### config.mk
export PLATFORM = sky130hd
export DESIGN_NAME = microcode_sequencer
export DESIGN_NICKNAME = d
export VERILOG_FILES = /design/src/rtl/useq_pkg.sv /design/src/rtl/useq_store.sv /design/src/rtl/useq_next.sv /design/src/rtl/useq_regs.sv /design/src/rtl/microcode_sequencer.sv
export SDC_FILE = /design/constraint.sdc
export NUM_CORES = 1
export LEC_CHECK = 0
export BUFFER_PORTS_ARGS = -buffer_cell sky130_fd_sc_hd__buf_2
export CAP_MARGIN = 20
export CORE_MARGIN = 2
export CORE_UTILIZATION = 54
export DETAILED_ROUTE_END_ITERATION = 8
export PLACE_DENSITY_LB_ADDON = 0.2
export SYNTH_ARGS = -nofsm -noshare
export SYNTH_HDL_FRONTEND = slang
export SYNTH_SLANG_ARGS = --single-unit
### constraint.sdc
create_clock -name clk -period 3.3 [get_ports clk]
set_input_delay 0.165 -clock clk [delete_from_list [all_inputs] [get_ports clk]]
set_output_delay 0.165 -clock clk [all_outputs]
set_load 0.02 [all_outputs]
### src/rtl/useq_pkg.sv
// Package: microinstruction format and control-store contents.
// Assumes a 5-bit microaddress and an instruction word with a 4-bit opcode on top.
package useq_pkg;

    localparam int UA_W    = 5;
    localparam int U_DEPTH = 21;

    localparam logic [3:0] OP_BZ  = 4'h1;
    localparam logic [3:0] OP_JMM = 4'h2;

    typedef enum logic [2:0] {
        C_SEQ    = 3'd0,  // never branch
        C_JMP    = 3'd1,  // always branch
        C_ZERO   = 3'd2,  // zero flag set
        C_IRQ    = 3'd3,  // enabled request pending
        C_DIRECT = 3'd4,  // fetched word has indirect flag clear
        C_OPBZ   = 3'd5,  // opcode is branch-on-zero
        C_NOTJMM = 3'd6   // opcode is not jump-through-memory
    } cond_e;

    typedef struct packed {
        logic mar_pc;
        logic mar_ir;
        logic rd;
        logic dr_ld;
        logic ir_ld;
        logic ira_ld;
        logic pc_inc;
        logic pc_dr;
        logic pc_ir;
        logic pc_vec;
        logic nt_set;
        logic nt_clr;
        logic ack;
        cond_e cond;
        logic [UA_W-1:0] nxt;
    } uinst_t;

    // Microaddresses of the routine entry points
    localparam logic [UA_W-1:0] UA_FETCH = 5'd0;
    localparam logic [UA_W-1:0] UA_EXEC  = 5'd8;
    localparam logic [UA_W-1:0] UA_ZERO  = 5'd16;
    localparam logic [UA_W-1:0] UA_NZERO = 5'd17;
    localparam logic [UA_W-1:0] UA_ICHK  = 5'd18;
    localparam logic [UA_W-1:0] UA_IACK  = 5'd20;

    // Control-store contents, grouped: fetch 0-3, indirect 4-7, execute 8-17, interrupt 18-20
    function automatic uinst_t ucode(input logic [UA_W-1:0] a);
        uinst_t u;
        u      = '0;
        u.cond = C_SEQ;
        case (a)
            5'd0:  u.mar_pc = 1'b1;
            5'd1:  begin u.rd = 1'b1; u.pc_inc = 1'b1; end
            5'd2:  u.dr_ld = 1'b1;
            5'd3:  begin u.ir_ld = 1'b1; u.cond = C_DIRECT; u.nxt = UA_EXEC; end
            5'd4:  u.mar_ir = 1'b1;
            5'd5:  u.rd = 1'b1;
            5'd6:  u.dr_ld = 1'b1;
            5'd7:  u.ira_ld = 1'b1;
            5'd8:  begin u.cond = C_OPBZ; u.nxt = 5'd14; end
            5'd9:  begin u.cond = C_NOTJMM; u.nxt = UA_ICHK; end
            5'd10: u.mar_ir = 1'b1;
            5'd11: u.rd = 1'b1;
            5'd12: u.dr_ld = 1'b1;
            5'd13: begin u.pc_dr = 1'b1; u.cond = C_JMP; u.nxt = UA_ICHK; end
            5'd14: begin u.cond = C_ZERO; u.nxt = UA_ZERO; end
            5'd15: begin u.cond = C_JMP; u.nxt = UA_NZERO; end
            5'd16: begin u.pc_ir = 1'b1; u.nt_clr = 1'b1; u.cond = C_JMP; u.nxt = UA_ICHK; end
            5'd17: begin u.nt_set = 1'b1; u.cond = C_JMP; u.nxt = UA_ICHK; end
            5'd18: begin u.cond = C_IRQ; u.nxt = UA_IACK; end
            5'd19: begin u.cond = C_JMP; u.nxt = UA_FETCH; end
            5'd20: begin u.ack = 1'b1; u.pc_vec = 1'b1; u.cond = C_JMP; u.nxt = UA_FETCH; end
            default: begin u.cond = C_JMP; u.nxt = UA_FETCH; end
        endcase
        return u;
    endfunction

endpackage

### src/rtl/useq_store.sv
// Control store: maps the microprogram counter to the current microinstruction.
// Assumes the contents are fixed at build time (read-only, combinational read).
module useq_store
    import useq_pkg::*;
(
    input  logic [UA_W-1:0] addr,
    output uinst_t          uinst
);
    // Combinational read of the fixed microprogram
    always_comb uinst = ucode(addr);
endmodule

### src/rtl/useq_next.sv
// Microprogram counter with condition selection.
// Assumes a true condition takes the branch target, a false one steps by one.
module useq_next
    import useq_pkg::*;
#(
    parameter int DATA_W = 16
) (
    input  logic              clk,
    input  logic              rst_n,
    input  cond_e             cond,
    input  logic [UA_W-1:0]   target,
    input  logic              zero_flag,
    input  logic              irq_pend,
    input  logic [DATA_W-1:0] dr,
    input  logic [DATA_W-1:0] ir,
    output logic [UA_W-1:0]   upc
);
    localparam int OP_HI  = DATA_W - 1;
    localparam int IND_B  = DATA_W - 5;

    logic take;

    // Evaluate the selected branch condition
    always_comb begin
        case (cond)
            C_JMP:    take = 1'b1;
            C_ZERO:   take = zero_flag;
            C_IRQ:    take = irq_pend;
            C_DIRECT: take = ~dr[IND_B];
            C_OPBZ:   take = (ir[OP_HI -: 4] == OP_BZ);
            C_NOTJMM: take = (ir[OP_HI -: 4] != OP_JMM);
            default:  take = 1'b0;
        endcase
    end

    // Advance or branch the microprogram counter
    always_ff @(posedge clk) begin
        if (!rst_n)    upc <= '0;
        else if (take) upc <= target;
        else           upc <= upc + 1'b1;
    end
endmodule

### src/rtl/useq_regs.sv
// Architectural registers PC, MAR, DR, IR and the not-taken flag.
// Assumes at most one PC source is active per microinstruction.
module useq_regs
    import useq_pkg::*;
#(
    parameter int                ADDR_W  = 8,
    parameter int                DATA_W  = 16,
    parameter logic [ADDR_W-1:0] IRQ_VEC = 8'hF0
) (
    input  logic              clk,
    input  logic              rst_n,
    input  uinst_t            u,
    input  logic [DATA_W-1:0] mem_rdata,
    output logic [ADDR_W-1:0] pc,
    output logic [ADDR_W-1:0] mar,
    output logic [DATA_W-1:0] dr,
    output logic [DATA_W-1:0] ir,
    output logic              not_taken
);
    // Program counter: increment, jump from DR, branch from IR or vector
    always_ff @(posedge clk) begin
        if (!rst_n)        pc <= '0;
        else if (u.pc_vec) pc <= IRQ_VEC;
        else if (u.pc_ir)  pc <= ir[ADDR_W-1:0];
        else if (u.pc_dr)  pc <= dr[ADDR_W-1:0];
        else if (u.pc_inc) pc <= pc + 1'b1;
    end

    // Memory address register: from PC or IR address field
    always_ff @(posedge clk) begin
        if (!rst_n)        mar <= '0;
        else if (u.mar_pc) mar <= pc;
        else if (u.mar_ir) mar <= ir[ADDR_W-1:0];
    end

    // Data register: captures memory data one cycle after the read strobe
    always_ff @(posedge clk) begin
        if (!rst_n)       dr <= '0;
        else if (u.dr_ld) dr <= mem_rdata;
    end

    // Instruction register: full load or address-field replacement
    always_ff @(posedge clk) begin
        if (!rst_n)        ir <= '0;
        else if (u.ir_ld)  ir <= dr;
        else if (u.ira_ld) ir[ADDR_W-1:0] <= dr[ADDR_W-1:0];
    end

    // Branch-not-taken status
    always_ff @(posedge clk) begin
        if (!rst_n)        not_taken <= 1'b0;
        else if (u.nt_set) not_taken <= 1'b1;
        else if (u.nt_clr) not_taken <= 1'b0;
    end
endmodule

### src/rtl/microcode_sequencer.sv
// Top: microprogrammed instruction cycle sequencer.
// Assumes a synchronous memory returning data the cycle after mem_rd.
module microcode_sequencer
    import useq_pkg::*;
#(
    parameter int                ADDR_W  = 8,
    parameter int                DATA_W  = 16,
    parameter logic [ADDR_W-1:0] IRQ_VEC = 8'hF0
) (
    input  logic              clk,
    input  logic              rst_n,
    input  logic              zero_flag,
    input  logic              irq_req,
    input  logic              irq_en,
    input  logic [DATA_W-1:0] mem_rdata,
    output logic              mem_rd,
    output logic [ADDR_W-1:0] mem_addr,
    output logic              ld_pc,
    output logic              ld_mar,
    output logic              ld_dr,
    output logic              ld_ir,
    output logic              irq_ack,
    output logic [ADDR_W-1:0] pc,
    output logic [DATA_W-1:0] ir,
    output logic [UA_W-1:0]   upc,
    output logic              not_taken
);
    uinst_t            u;
    logic [DATA_W-1:0] dr;

    useq_store u_store (.addr(upc), .uinst(u));

    useq_next #(.DATA_W(DATA_W)) u_next (
        .clk(clk), .rst_n(rst_n), .cond(u.cond), .target(u.nxt),
        .zero_flag(zero_flag), .irq_pend(irq_req & irq_en),
        .dr(dr), .ir(ir), .upc(upc)
    );

    useq_regs #(.ADDR_W(ADDR_W), .DATA_W(DATA_W), .IRQ_VEC(IRQ_VEC)) u_regs (
        .clk(clk), .rst_n(rst_n), .u(u), .mem_rdata(mem_rdata),
        .pc(pc), .mar(mem_addr), .dr(dr), .ir(ir), .not_taken(not_taken)
    );

    // Strobe outputs gathered from microinstruction fields
    always_comb begin
        mem_rd  = u.rd & rst_n;
        ld_mar  = u.mar_pc | u.mar_ir;
        ld_dr   = u.dr_ld;
        ld_ir   = u.ir_ld | u.ira_ld;
        ld_pc   = u.pc_inc | u.pc_dr | u.pc_ir | u.pc_vec;
        irq_ack = u.ack & rst_n;
    end
endmodule

==> impl_metrics.env, run 1 <==
export IMPL_status="complete, no violations"
export IMPL_r2r_setup_slack_ns=0.60
export IMPL_port_buffers=64
export IMPL_antenna_found_initial=0
export IMPL_synth_top_family_by_area="simple AND/OR/NAND/NOR gates"
export IMPL_avgSynthCellArea_um2=8.71
export IMPL_layout_worst_path_cycle_share_pct=86.2
export IMPL_ys_seq_elements=54
export IMPL_min_period_ns=2.84
export IMPL_worstHoldPathType="in2reg"
export IMPL_post_cts_resized=0
export IMPL_preCtsSetupSlack_ns=0.643
export IMPL_path_class="reg2out"
export IMPL_clock_sinks=54
export IMPL_synthSimpleGateAreaFrac_pct=21.4
export IMPL_wirelength_met1_mm=3.10
export IMPL_ys_types=52
export IMPL_timing_critical_path_cells="inv_1 -> ha_1 -> nor2b_1 -> nand3_1 -> o21ai_0 -> buf_2"
export IMPL_rows=26
export IMPL_syn_inst=322
export IMPL_wl_per_cell_um=14.4
export IMPL_yosys_area_share_adder_pct=2.68
export IMPL_synth_edf_count=0
export IMPL_gp_congestion=0.868
export IMPL_chipWidth_um=76.1
export IMPL_synth_top_flop_cell="dfxtp_1"
export IMPL_final_cell_mix="buf_2 (64), dfxtp_1 (54), nor2_1 (50)"
export IMPL_via_per_inst=5.58
export IMPL_fin_util_pct=63.9
export IMPL_worstSetupStartpoint="u_next.upc[1]$_SDFF_PN0_"
export IMPL_cts_setup_buffers=0
export IMPL_die_h_um=76.1
export IMPL_dieArea_um2=5790
export IMPL_clock_latency_ns=0.31
export IMPL_drt_iter0_markers=253
export IMPL_track_usage_pct=23.7
export IMPL_wl_met2_mm=2.83
export IMPL_tns_ns=0
export IMPL_postCtsHoldBufs=0
export IMPL_wl_met3_um=398
export IMPL_nNetsFinal=406
export IMPL_tightest_slew_ns=0.943
export IMPL_ir_drop_mv=0.340
export IMPL_cts_tree="built"
export IMPL_cpMaxStageDelayCell="nand3_1"
export IMPL_cts_path_max_buffers=2
export IMPL_hold_viol_final=0
export IMPL_top_layer="met4"
export IMPL_fin_area_um2=3240
export IMPL_hold_path_startpoint="mem_rdata[12]"
export IMPL_syn2layout_area_growth_pct=15.6
export IMPL_power_leakage_nw=1.34
export IMPL_max_stage_delay_ns=0.47
export IMPL_cp_arrival_ns=2.68
export IMPL_grt_max_degree=30
export IMPL_critPathBufInv=2
export IMPL_ios=65
export IMPL_synth_area_top_cells="dfxtp_1 (39%), mux2i_1 (14%), nor2_1 (6.7%)"
export IMPL_cts_buffers=5
export IMPL_max_freq_mhz=352
export IMPL_diodes=0
export IMPL_clk_pin_slew_ns=0.10
export IMPL_synthesis_nets=349
export IMPL_dr_pass1_iters=4
export IMPL_synth_seq_area_share_pct=38.5
export IMPL_wl_mm=6.46
export IMPL_fin_skew_ns=0.0102
export IMPL_drive_gt1_share_pct=22.7
export IMPL_initial_core_util_pct=55.3
export IMPL_grt_remaining_overflow=0
export IMPL_critical_path_startpoint_type="flip-flop"
export IMPL_vias=2507
export IMPL_cts_max_level=2
export IMPL_post_dp_cell_area_um2=3160
export IMPL_synthArstFlopShare_pct=0
export IMPL_synth_compound_area_share_pct=17.3
export IMPL_netlist_area_um2=2810
export IMPL_first_global_vias=2230
export IMPL_rr_startpoint="u_next.upc[3]$_SDFF_PN0_"
export IMPL_drtAntennaViolNets=0
export IMPL_timing_final_ws_setup_ns=0.457
export IMPL_grt_pass1_wl_mm=11.1
export IMPL_cts_root_buf="clkbuf_8"
export IMPL_totalPowerFinal_mw=2.62
export IMPL_synth_top_cell_by_area="dfxtp_1"
export IMPL_power_density_nw_per_um2=810
export IMPL_synth_warnings=0
export IMPL_finalSetupViolations=0
export IMPL_muxShareOfSynthArea_pct=13.6
export IMPL_relSlewSlack_pct=37.0
export IMPL_synth_xor_area_share_pct=2.50
export IMPL_coreArea_um2=5070
export IMPL_yosys_area_top_type_share_pct=38.5
export IMPL_cap_violations=0
export IMPL_hpwl_mm=4.70
export IMPL_drc=0
export IMPL_crit_path_max_fanout=15
export IMPL_mostFrequentLayoutCell="buf_2"
export IMPL_crit_family="simple AND/OR/NAND/NOR gates"
export IMPL_required_ns=3.13
export IMPL_finalMaxSlewViolations=0
export IMPL_endpoint_kind="output pin"
export IMPL_rsz0062_at_grt="false"
-- metrics by stage --
step	hold slack, ns	std cells
floorplan	0.303	322
global placement	0.398	442
detailed placement	0.408	442
CTS	0.0795	449
global route	0.0863	449
finish	0.0863	449
-- sequential cells by signal, summed over array words and instances, names as in the netlist --
signal	flops
u_regs.dr	16
u_regs.mar	8
u_next.upc	5
u_regs.pc	8
u_regs.ir	16
u_regs.not_taken	1
-- cell type report --
| type | instances | area [um^2] |
|---|---|---|
| clock inverters | 2 | 13.8 |
| flip-flops and latches | 54 | 1080 |
| multi-input cells | 243 | 1610 |
| fillers | 464 | 1830 |
| well taps | 70 | 87.6 |
| repair buffers | 69 | 358 |
| inverters | 6 | 22.5 |
| clock buffers | 5 | 68.8 |
-- cells by family (layout without fill, tap and decap cells) --
family / after synthesis / in the layout
compound gates: 72 / 72
xor+xnor: 8 / 8
fa+ha+maj: 6 / 6
buf+inv: 25 / 82
flops: 54 / 54
mux: 38 / 38
simple gates: 119 / 119
-- final timing paths --
path,to,depth (start not counted)
max,ld_pc,6
min,u_regs.dr[12]$_SDFFE_PN0P_,3
max reg2reg,u_next.upc[2]$_SDFF_PN0_,6
min reg2reg,u_regs.ir[10]$_SDFFE_PN0P_,2
-- synthesized netlist by cell type (2+ instances only) --
cell type  number
nand3b_1        3
xnor2_1         2
clkbuf_1        7
o21ai_0         9
inv_1           6
o21ai_2         2
buf_2          10
nor2_1         50
a21oi_1        23
dfxtp_1        54
xor2_1          6
nand2b_1        2
nand3_1        10
mux2i_1        38
buf_4           2
nand2_1        24
nor3_1          2
nor4b_1         2
nor4_1          4
a22oi_1         2
or2_1           2
ha_1            6
nor2b_1         4
a311o_1         2
and3_1          3
a311oi_1        3
a21oi_2         2
a211oi_1       18
-- worst register-to-register path: cells and delay by family (launching register included) --
family	cells	cell delay (ns)
flip-flops	1	0.88
AND/OR/NAND/NOR	2	0.38
AO/OA/AOI/OAI	4	1.35
-- where the power goes --
part	switching [mW]	leakage [nW]	total, mW	internal, mW
clock	0.217	0.0444	0.364	0.147
combinational	0.800	0.860	1.32	0.519
sequential	0.149	0.440	0.942	0.792
total	1.17	1.34	2.62	1.46
-- metal layers --
layer | GRT usage (%) | up-vias
met5 | 0 | -
met4 | 8.36 | 0
met3 | 5.21 | 10
met2 | 34.7 | 72
met1 | 34.3 | 1160
li1 | - | 1265
Power figures use the tool's default switching activity.
==> inputs of run 2 (changes only) <==
--- a/config.mk
+++ b/config.mk
@@ -5,10 +5,12 @@
 export SDC_FILE = /design/constraint.sdc
 export NUM_CORES = 1
 export LEC_CHECK = 0
+export ABC_AREA = 1
 export BUFFER_PORTS_ARGS = -buffer_cell sky130_fd_sc_hd__buf_2
 export CAP_MARGIN = 20
 export CORE_MARGIN = 2
-export CORE_UTILIZATION = 54
+export CORE_UTILIZATION = 53
+export CTS_CLUSTER_DIAMETER = 120
 export DETAILED_ROUTE_END_ITERATION = 8
 export PLACE_DENSITY_LB_ADDON = 0.2
 export SYNTH_ARGS = -nofsm -noshare
==> run 2 against run 1 <==
  * Die area shrank 0.24%
  * Critical path type unchanged
  * Area after synthesis fell by 2.1%
  * Clock skew is 0.0025 ns lower
  * Via count rose by 8.5%
==> impl_metrics.env, run 2 <==
export IMPL_initial_core_util_pct=54.5
export IMPL_syn2layout_area_growth_pct=16.5
export IMPL_cts_root_buf="clkbuf_8"
export IMPL_preCtsSetupSlack_ns=1.19
export IMPL_fin_skew_ns=0.00776
export IMPL_ys_seq_elements=54
export IMPL_ios=65
export IMPL_reg_largest_list="u_regs.dr (16), u_regs.ir (16)"
export IMPL_top_layer="met4"
export IMPL_yosys_area_top_type_share_pct=39.4
export IMPL_diodes=0
export IMPL_synth_edf_count=0
export IMPL_switching_share_pct=46.9
export IMPL_yosysMostFrequentCell="nor2_1"
export IMPL_drtAntennaViolNets=0
export IMPL_clock_latency_ns=0.30
export IMPL_max_freq_mhz=410
export IMPL_timing_final_ws_setup_ns=0.861
export IMPL_wl_per_cell_um=12.6
export IMPL_path_class="reg2out"
export IMPL_synth_top_flop_cell="dfxtp_1"
export IMPL_drive_gt1_share_pct=21.9
export IMPL_hold_viol_final=0
export IMPL_first_global_vias=2495
export IMPL_chipWidth_um=76.0
export IMPL_timing_critical_path_cells="inv_1 -> ha_1 -> nand2_1 -> inv_1 -> nand2_2 -> nand2_2 -> nor2_1 -> nand2_1 -> buf_2"
export IMPL_finalSetupViolations=0
export IMPL_ir_drop_mv=0.532
export IMPL_final_cell_mix="nor2_1 (88), buf_2 (64), nand2_1 (62)"
export IMPL_synthArstFlopShare_pct=0
export IMPL_gp_congestion=0.903
export IMPL_syn_inst=404
export IMPL_cap_violations=0
export IMPL_worstHoldPathType="in2reg"
export IMPL_cpMaxStageDelayCell="dfxtp_1"
export IMPL_antenna_found_initial=0
export IMPL_critPathBufInv=3
export IMPL_rsz0062_at_grt="false"
export IMPL_power_density_nw_per_um2=895
export IMPL_synth_top_family_by_area="simple AND/OR/NAND/NOR gates"
export IMPL_synth_seq_area_share_pct=39.4
export IMPL_vias=2719
export IMPL_grt_pass1_wl_mm=11.4
export IMPL_cts_buffers=5
export IMPL_rr_startpoint="u_next.upc[0]$_SDFF_PN0_"
export IMPL_post_dp_cell_area_um2=3080
export IMPL_synth_warnings=0
export IMPL_via_per_inst=5.12
export IMPL_fin_util_pct=63.4
export IMPL_dieArea_um2=5770
export IMPL_relSlewSlack_pct=51.4
export IMPL_cts_setup_buffers=0
export IMPL_wirelength_met1_mm=3.26
export IMPL_cts_max_level=2
export IMPL_hpwl_mm=4.90
export IMPL_clk_pin_slew_ns=0.10
export IMPL_crit_path_max_fanout=12
export IMPL_post_cts_resized=0
export IMPL_mostFrequentLayoutCell="nor2_1"
export IMPL_synth_compound_area_share_pct=18.2
export IMPL_cts_path_max_buffers=2
export IMPL_tns_ns=0
export IMPL_synthesis_nets=431
export IMPL_cp_arrival_ns=2.27
export IMPL_ys_types=29
export IMPL_track_usage_pct=23.6
export IMPL_avgSynthCellArea_um2=6.80
export IMPL_reg2reg_depth=9
export IMPL_cts_tree="built"
export IMPL_rows=26
export IMPL_power_frac_clock_pct=16.0
export IMPL_drc=0
export IMPL_dr_pass1_iters=4
export IMPL_wl_met2_mm=2.96
export IMPL_max_stage_delay_ns=0.44
export IMPL_crit_family="simple AND/OR/NAND/NOR gates"
export IMPL_postCtsHoldBufs=0
export IMPL_hold_path_depth=3
export IMPL_critical_path_startpoint_type="flip-flop"
export IMPL_r2r_setup_slack_ns=1.17
export IMPL_power_switching_mw=1.34
export IMPL_wl_mm=6.69
export IMPL_synthSimpleGateAreaFrac_pct=29.9
export IMPL_layout_worst_path_cycle_share_pct=73.9
export IMPL_endpoint_kind="output pin"
export IMPL_muxShareOfSynthArea_pct=0
export IMPL_drt_iter0_markers=193
export IMPL_finalMaxSlewViolations=0
export IMPL_wl_met3_um=378
export IMPL_rr_endpoint="u_regs.dr[0]$_SDFFE_PN0P_"
export IMPL_hold_path_startpoint="mem_rdata[3]"
export IMPL_synth_area_top_cells="dfxtp_1 (39%), nor2_1 (12%), o21ai_0 (9.1%)"
export IMPL_power_internal_mw=1.52
export IMPL_synth_top_cell_by_area="dfxtp_1"
export IMPL_port_buffers=64
export IMPL_yosys_area_share_adder_pct=2.73
export IMPL_seqPwrFrac_pct=35.7
export IMPL_hold_path_end="u_regs.dr[3]$_SDFFE_PN0P_"
export IMPL_nNetsFinal=487
export IMPL_grt_remaining_overflow=0
export IMPL_min_period_ns=2.44
export IMPL_fin_area_um2=3200
export IMPL_clock_sinks=54
export IMPL_power_leakage_nw=1.57
export IMPL_status="complete, no violations"
export IMPL_netlist_area_um2=2750
export IMPL_coreArea_um2=5040
export IMPL_die_h_um=76.0
export IMPL_grt_max_degree=51
export IMPL_required_ns=3.13
export IMPL_yosys_top_cells_count="nor2_1 (88), nand2_1 (62), dfxtp_1 (54)"
export IMPL_pwr_share_comb_pct=48.3
export IMPL_tightest_slew_ns=0.728
export IMPL_synth_xor_area_share_pct=1.28
## run 2: stage by stage
step,power [mW],std cells,hold slack [ns]
6_report,2.86,531,0.0724
3_3_place_gp,2.39,523,0.385
5_1_grt,3.10,531,0.0619
3_5_place_dp,2.41,523,0.391
4_1_cts,2.87,531,0.0653
2_1_floorplan,2.06,404,0.300
## run 2: layer usage
metal	vias to the layer above	track usage, %
li1	1414	-
met1	1213	33.3
met2	82	37.4
met3	10	4.03
met4	0	7.09
met5	-	0
## run 2: worst max path at each step
stage                                  start                   endpoint  cells after the start
floorplan           u_next.upc[0]$_SDFF_PN0_  u_regs.pc[4]$_SDFFE_PN0P_                     10
global placement    u_next.upc[0]$_SDFF_PN0_  u_regs.dr[2]$_SDFFE_PN0P_                      9
detailed placement  u_next.upc[0]$_SDFF_PN0_  u_regs.dr[0]$_SDFFE_PN0P_                      9
CTS                 u_next.upc[0]$_SDFF_PN0_                      ld_pc                      9
global route        u_next.upc[0]$_SDFF_PN0_                      ld_pc                      9
finish              u_next.upc[0]$_SDFF_PN0_                      ld_pc                      9
## run 2: cell families after synthesis
family                     count (synthesis)
AOI/OAI and AO/OA                         94
xor gates and xnor gates                   4
adders and majority gates                  6
buffers and inverters                     58
DFF                                       54
and+or+nand+nor                          188
## run 2: layout make-up
| cell class | count | area (um^2) |
|---|---|---|
| multi-input cells | 292 | 1430 |
| fillers | 469 | 1840 |
| flip-flops and latches | 54 | 1080 |
| inverters | 43 | 161 |
| repair buffers | 64 | 320 |
| clock buffers | 5 | 68.8 |
| clock inverters | 3 | 47.5 |
| well taps | 70 | 87.6 |
## run 2: power by group through the flow
stage / registers [mW] / logic, mW / clock network [mW]
global placement: 1.03 / 1.36 / 0
global route: 1.05 / 1.56 / 0.492
finish: 1.02 / 1.38 / 0.458
detailed placement: 1.03 / 1.38 / 0
floorplan: 1.13 / 0.931 / 0
CTS: 1.02 / 1.39 / 0.467
## run 2: tightest hold or removal path: cells and delay by family
family / cells / cell delay, ns
buffers and inverters: 1 / 0.07
and+or+nand+nor: 2 / 0.11
==> inputs of run 3 (changes only) <==
==> constraint.sdc (replaced) <==
create_clock -name clk -period 2.5 [get_ports clk]
set_input_delay 0.125 -clock clk [delete_from_list [all_inputs] [get_ports clk]]
set_output_delay 0.125 -clock clk [all_outputs]
set_load 0.02 [all_outputs]
==> run 3 against run 2 <==
  * Final cell count is 0.19% higher
  * Combinational power is 33% higher
  * Critical path depth stayed put
  * Flip-flop and latch count stayed put
  * Register-to-register slack worse by 0.75 ns
  * Count of clock-buffer cells in the layout stayed put
  * Worst hold slack worse by 0.034 ns
  * Clock skew is 0.0023 ns higher
  * Critical path type unchanged
  * Critical endpoint unchanged
==> impl_metrics.env, run 3 (synthesis gave the netlist of run 2 again) <==
export IMPL_status="complete, no violations"
export IMPL_rsz0062_at_grt="false"
export IMPL_seq_area_um2=1080
export IMPL_chipWidth_um=76.0
export IMPL_seqPwrFrac_pct=36.6
export IMPL_grt_pass1_wl_mm=11.1
export IMPL_initial_core_util_pct=54.5
export IMPL_max_freq_mhz=452
export IMPL_via_per_inst=5.18
export IMPL_crit_family="simple AND/OR/NAND/NOR gates"
export IMPL_die_h_um=76.0
export IMPL_vias=2756
export IMPL_switching_share_pct=48.1
export IMPL_ir_drop_mv=0.504
export IMPL_wl_per_cell_um=12.3
export IMPL_r2r_setup_slack_ns=0.42
export IMPL_critical_path_startpoint_type="flip-flop"
export IMPL_cts_max_level=2
export IMPL_nFillCells=468
export IMPL_cap_violations=0
export IMPL_dieArea_um2=5770
export IMPL_drt_iter0_markers=205
export IMPL_crit_path_max_fanout=12
export IMPL_clk_pin_slew_ns=0.10
export IMPL_cts_tree="built"
export IMPL_multi_input_area_um2=1440
export IMPL_diodes=0
export IMPL_max_stage_delay_ns=0.44
export IMPL_rows=26
export IMPL_critPathBufInv=3
export IMPL_grt_remaining_overflow=0
export IMPL_layout_worst_path_cycle_share_pct=88.4
export IMPL_wl_mm=6.54
export IMPL_track_usage_pct=23.3
export IMPL_hold_path_depth=3
export IMPL_required_ns=2.38
export IMPL_hold_viol_final=0
export IMPL_relSlewSlack_pct=68.4
export IMPL_clock_sinks=54
export IMPL_dr_pass1_iters=5
export IMPL_tightest_slew_ns=0.473
export IMPL_cts_path_max_buffers=2
export IMPL_tns_ns=0
export IMPL_power_density_nw_per_um2=1150
export IMPL_nNetsFinal=489
export IMPL_grt_max_degree=34
export IMPL_post_dp_cell_area_um2=3100
export IMPL_clock_latency_ns=0.31
export IMPL_port_buffers=64
export IMPL_fin_skew_ns=0.0100
export IMPL_power_frac_clock_pct=13.2
export IMPL_path_class="reg2out"
export IMPL_timing_critical_path_cells="inv_1 -> ha_1 -> nand2_1 -> inv_1 -> nand2_2 -> nand2_2 -> nor2_4 -> nand2_1 -> buf_2"
export IMPL_cts_root_buf="clkbuf_8"
export IMPL_ios=65
export IMPL_cts_buffers=5
export IMPL_cp_arrival_ns=2.09
export IMPL_coreArea_um2=5040
export IMPL_syn2layout_area_growth_pct=16.2
export IMPL_reg2reg_depth=16
export IMPL_power_switching_mw=1.77
export IMPL_worstHoldPathType="in2reg"
export IMPL_drc=0
export IMPL_drive_gt1_share_pct=22.5
export IMPL_min_period_ns=2.21
export IMPL_endpoint_kind="output pin"
export IMPL_power_internal_mw=1.91
export IMPL_first_global_vias=2435
export IMPL_mostFrequentLayoutCell="nor2_1"
export IMPL_drtAntennaViolNets=0
export IMPL_power_leakage_nw=1.57
export IMPL_gp_congestion=0.912
export IMPL_pwr_share_comb_pct=50.2
export IMPL_final_cell_mix="nor2_1 (87), buf_2 (64), nand2_1 (62)"
export IMPL_fin_area_um2=3190
export IMPL_reg_largest_list="u_regs.dr (16), u_regs.ir (16)"
export IMPL_path_depth=9
export IMPL_antenna_found_initial=0
export IMPL_hpwl_mm=4.83
export IMPL_finalMaxSlewViolations=0
export IMPL_finalSetupViolations=0
export IMPL_cpMaxStageDelayCell="dfxtp_1"
-- run 3: changes by cell type in the layout (fill, tap and decap cells not counted), sizes merged --
cell and delta:
clkinv -1, clkinvlp +1, bufinv -1, buf +2
-- run 3: what timing repair did --
| action | 4_1_cts | 5_1_grt |
|---|---|---|
| resized for setup | 0 | 3 |
| hold buffers | 0 | 0 |
| buffers inserted | 0 | 0 |
| setup endpoints to repair | 0 | 3 |
-- run 3: metal layers --
metal  up-vias  GRT usage, %  routed length [um]
met4         0          8.00                  93
met3         9          4.50                 414
met1      1240          33.6                3160
met2        90          35.0                2860
li1       1417             -                   -
met5         -             0                   0
-- run 3: worst min-delay path, cell delays in order --
cell	delay, ns
buf_2	0.07
nor2_1	0.03
nor2_1	0.08
-- run 3: path summary, 6_finish.rpt --
| check | startpoint | to |
|---|---|---|
| worst max-delay path | u_next.upc[0]$_SDFF_PN0_ | ld_pc |
| worst min-delay path | mem_rdata[8] | u_regs.dr[8]$_SDFFE_PN0P_ |
| worst max register to register | u_next.upc[0]$_SDFF_PN0_ | u_next.upc[4]$_SDFF_PN0_ |
| worst min register to register | u_regs.ir[15]$_SDFFE_PN0P_ | u_regs.ir[15]$_SDFFE_PN0P_ |
-- run 3: per-stage QoR --
| step | util, % | setup slack [ns] | hold WS, ns | total power, mW | cells |
|---|---|---|---|---|---|
| 2_1_floorplan | - | 0.536 | 0.260 | 2.72 | 404 |
| 3_3_place_gp | 61.4 | 0.439 | 0.346 | 3.15 | 525 |
| 3_5_place_dp | 61.4 | 0.367 | 0.350 | 3.17 | 525 |
| 4_1_cts | 63.1 | 0.0745 | 0.0271 | 3.66 | 532 |
| 5_1_grt | 63.3 | 0.107 | 0.0351 | 3.98 | 532 |
| 6_report | 63.3 | 0.289 | 0.0380 | 3.67 | 532 |
-- run 3: cell type report --
cell class | count | share of cell area [%]
multi-input cells | 292 | 45.1
flip-flops and latches | 54 | 33.9
repair buffers | 66 | 10.5
inverters | 43 | 5.17
well taps | 70 | 2.74
clock buffers | 5 | 2.16
clock inverters | 2 | 0.431
-- run 3: power groups by stage --
stage	logic (mW)	registers [mW]	clock network [mW]
after floorplan	1.23	1.49	0
after global placement	1.79	1.36	0
after detailed placement	1.81	1.36	0
after CTS	1.83	1.34	0.494
after global routing	2.07	1.38	0.529
final	1.84	1.34	0.485
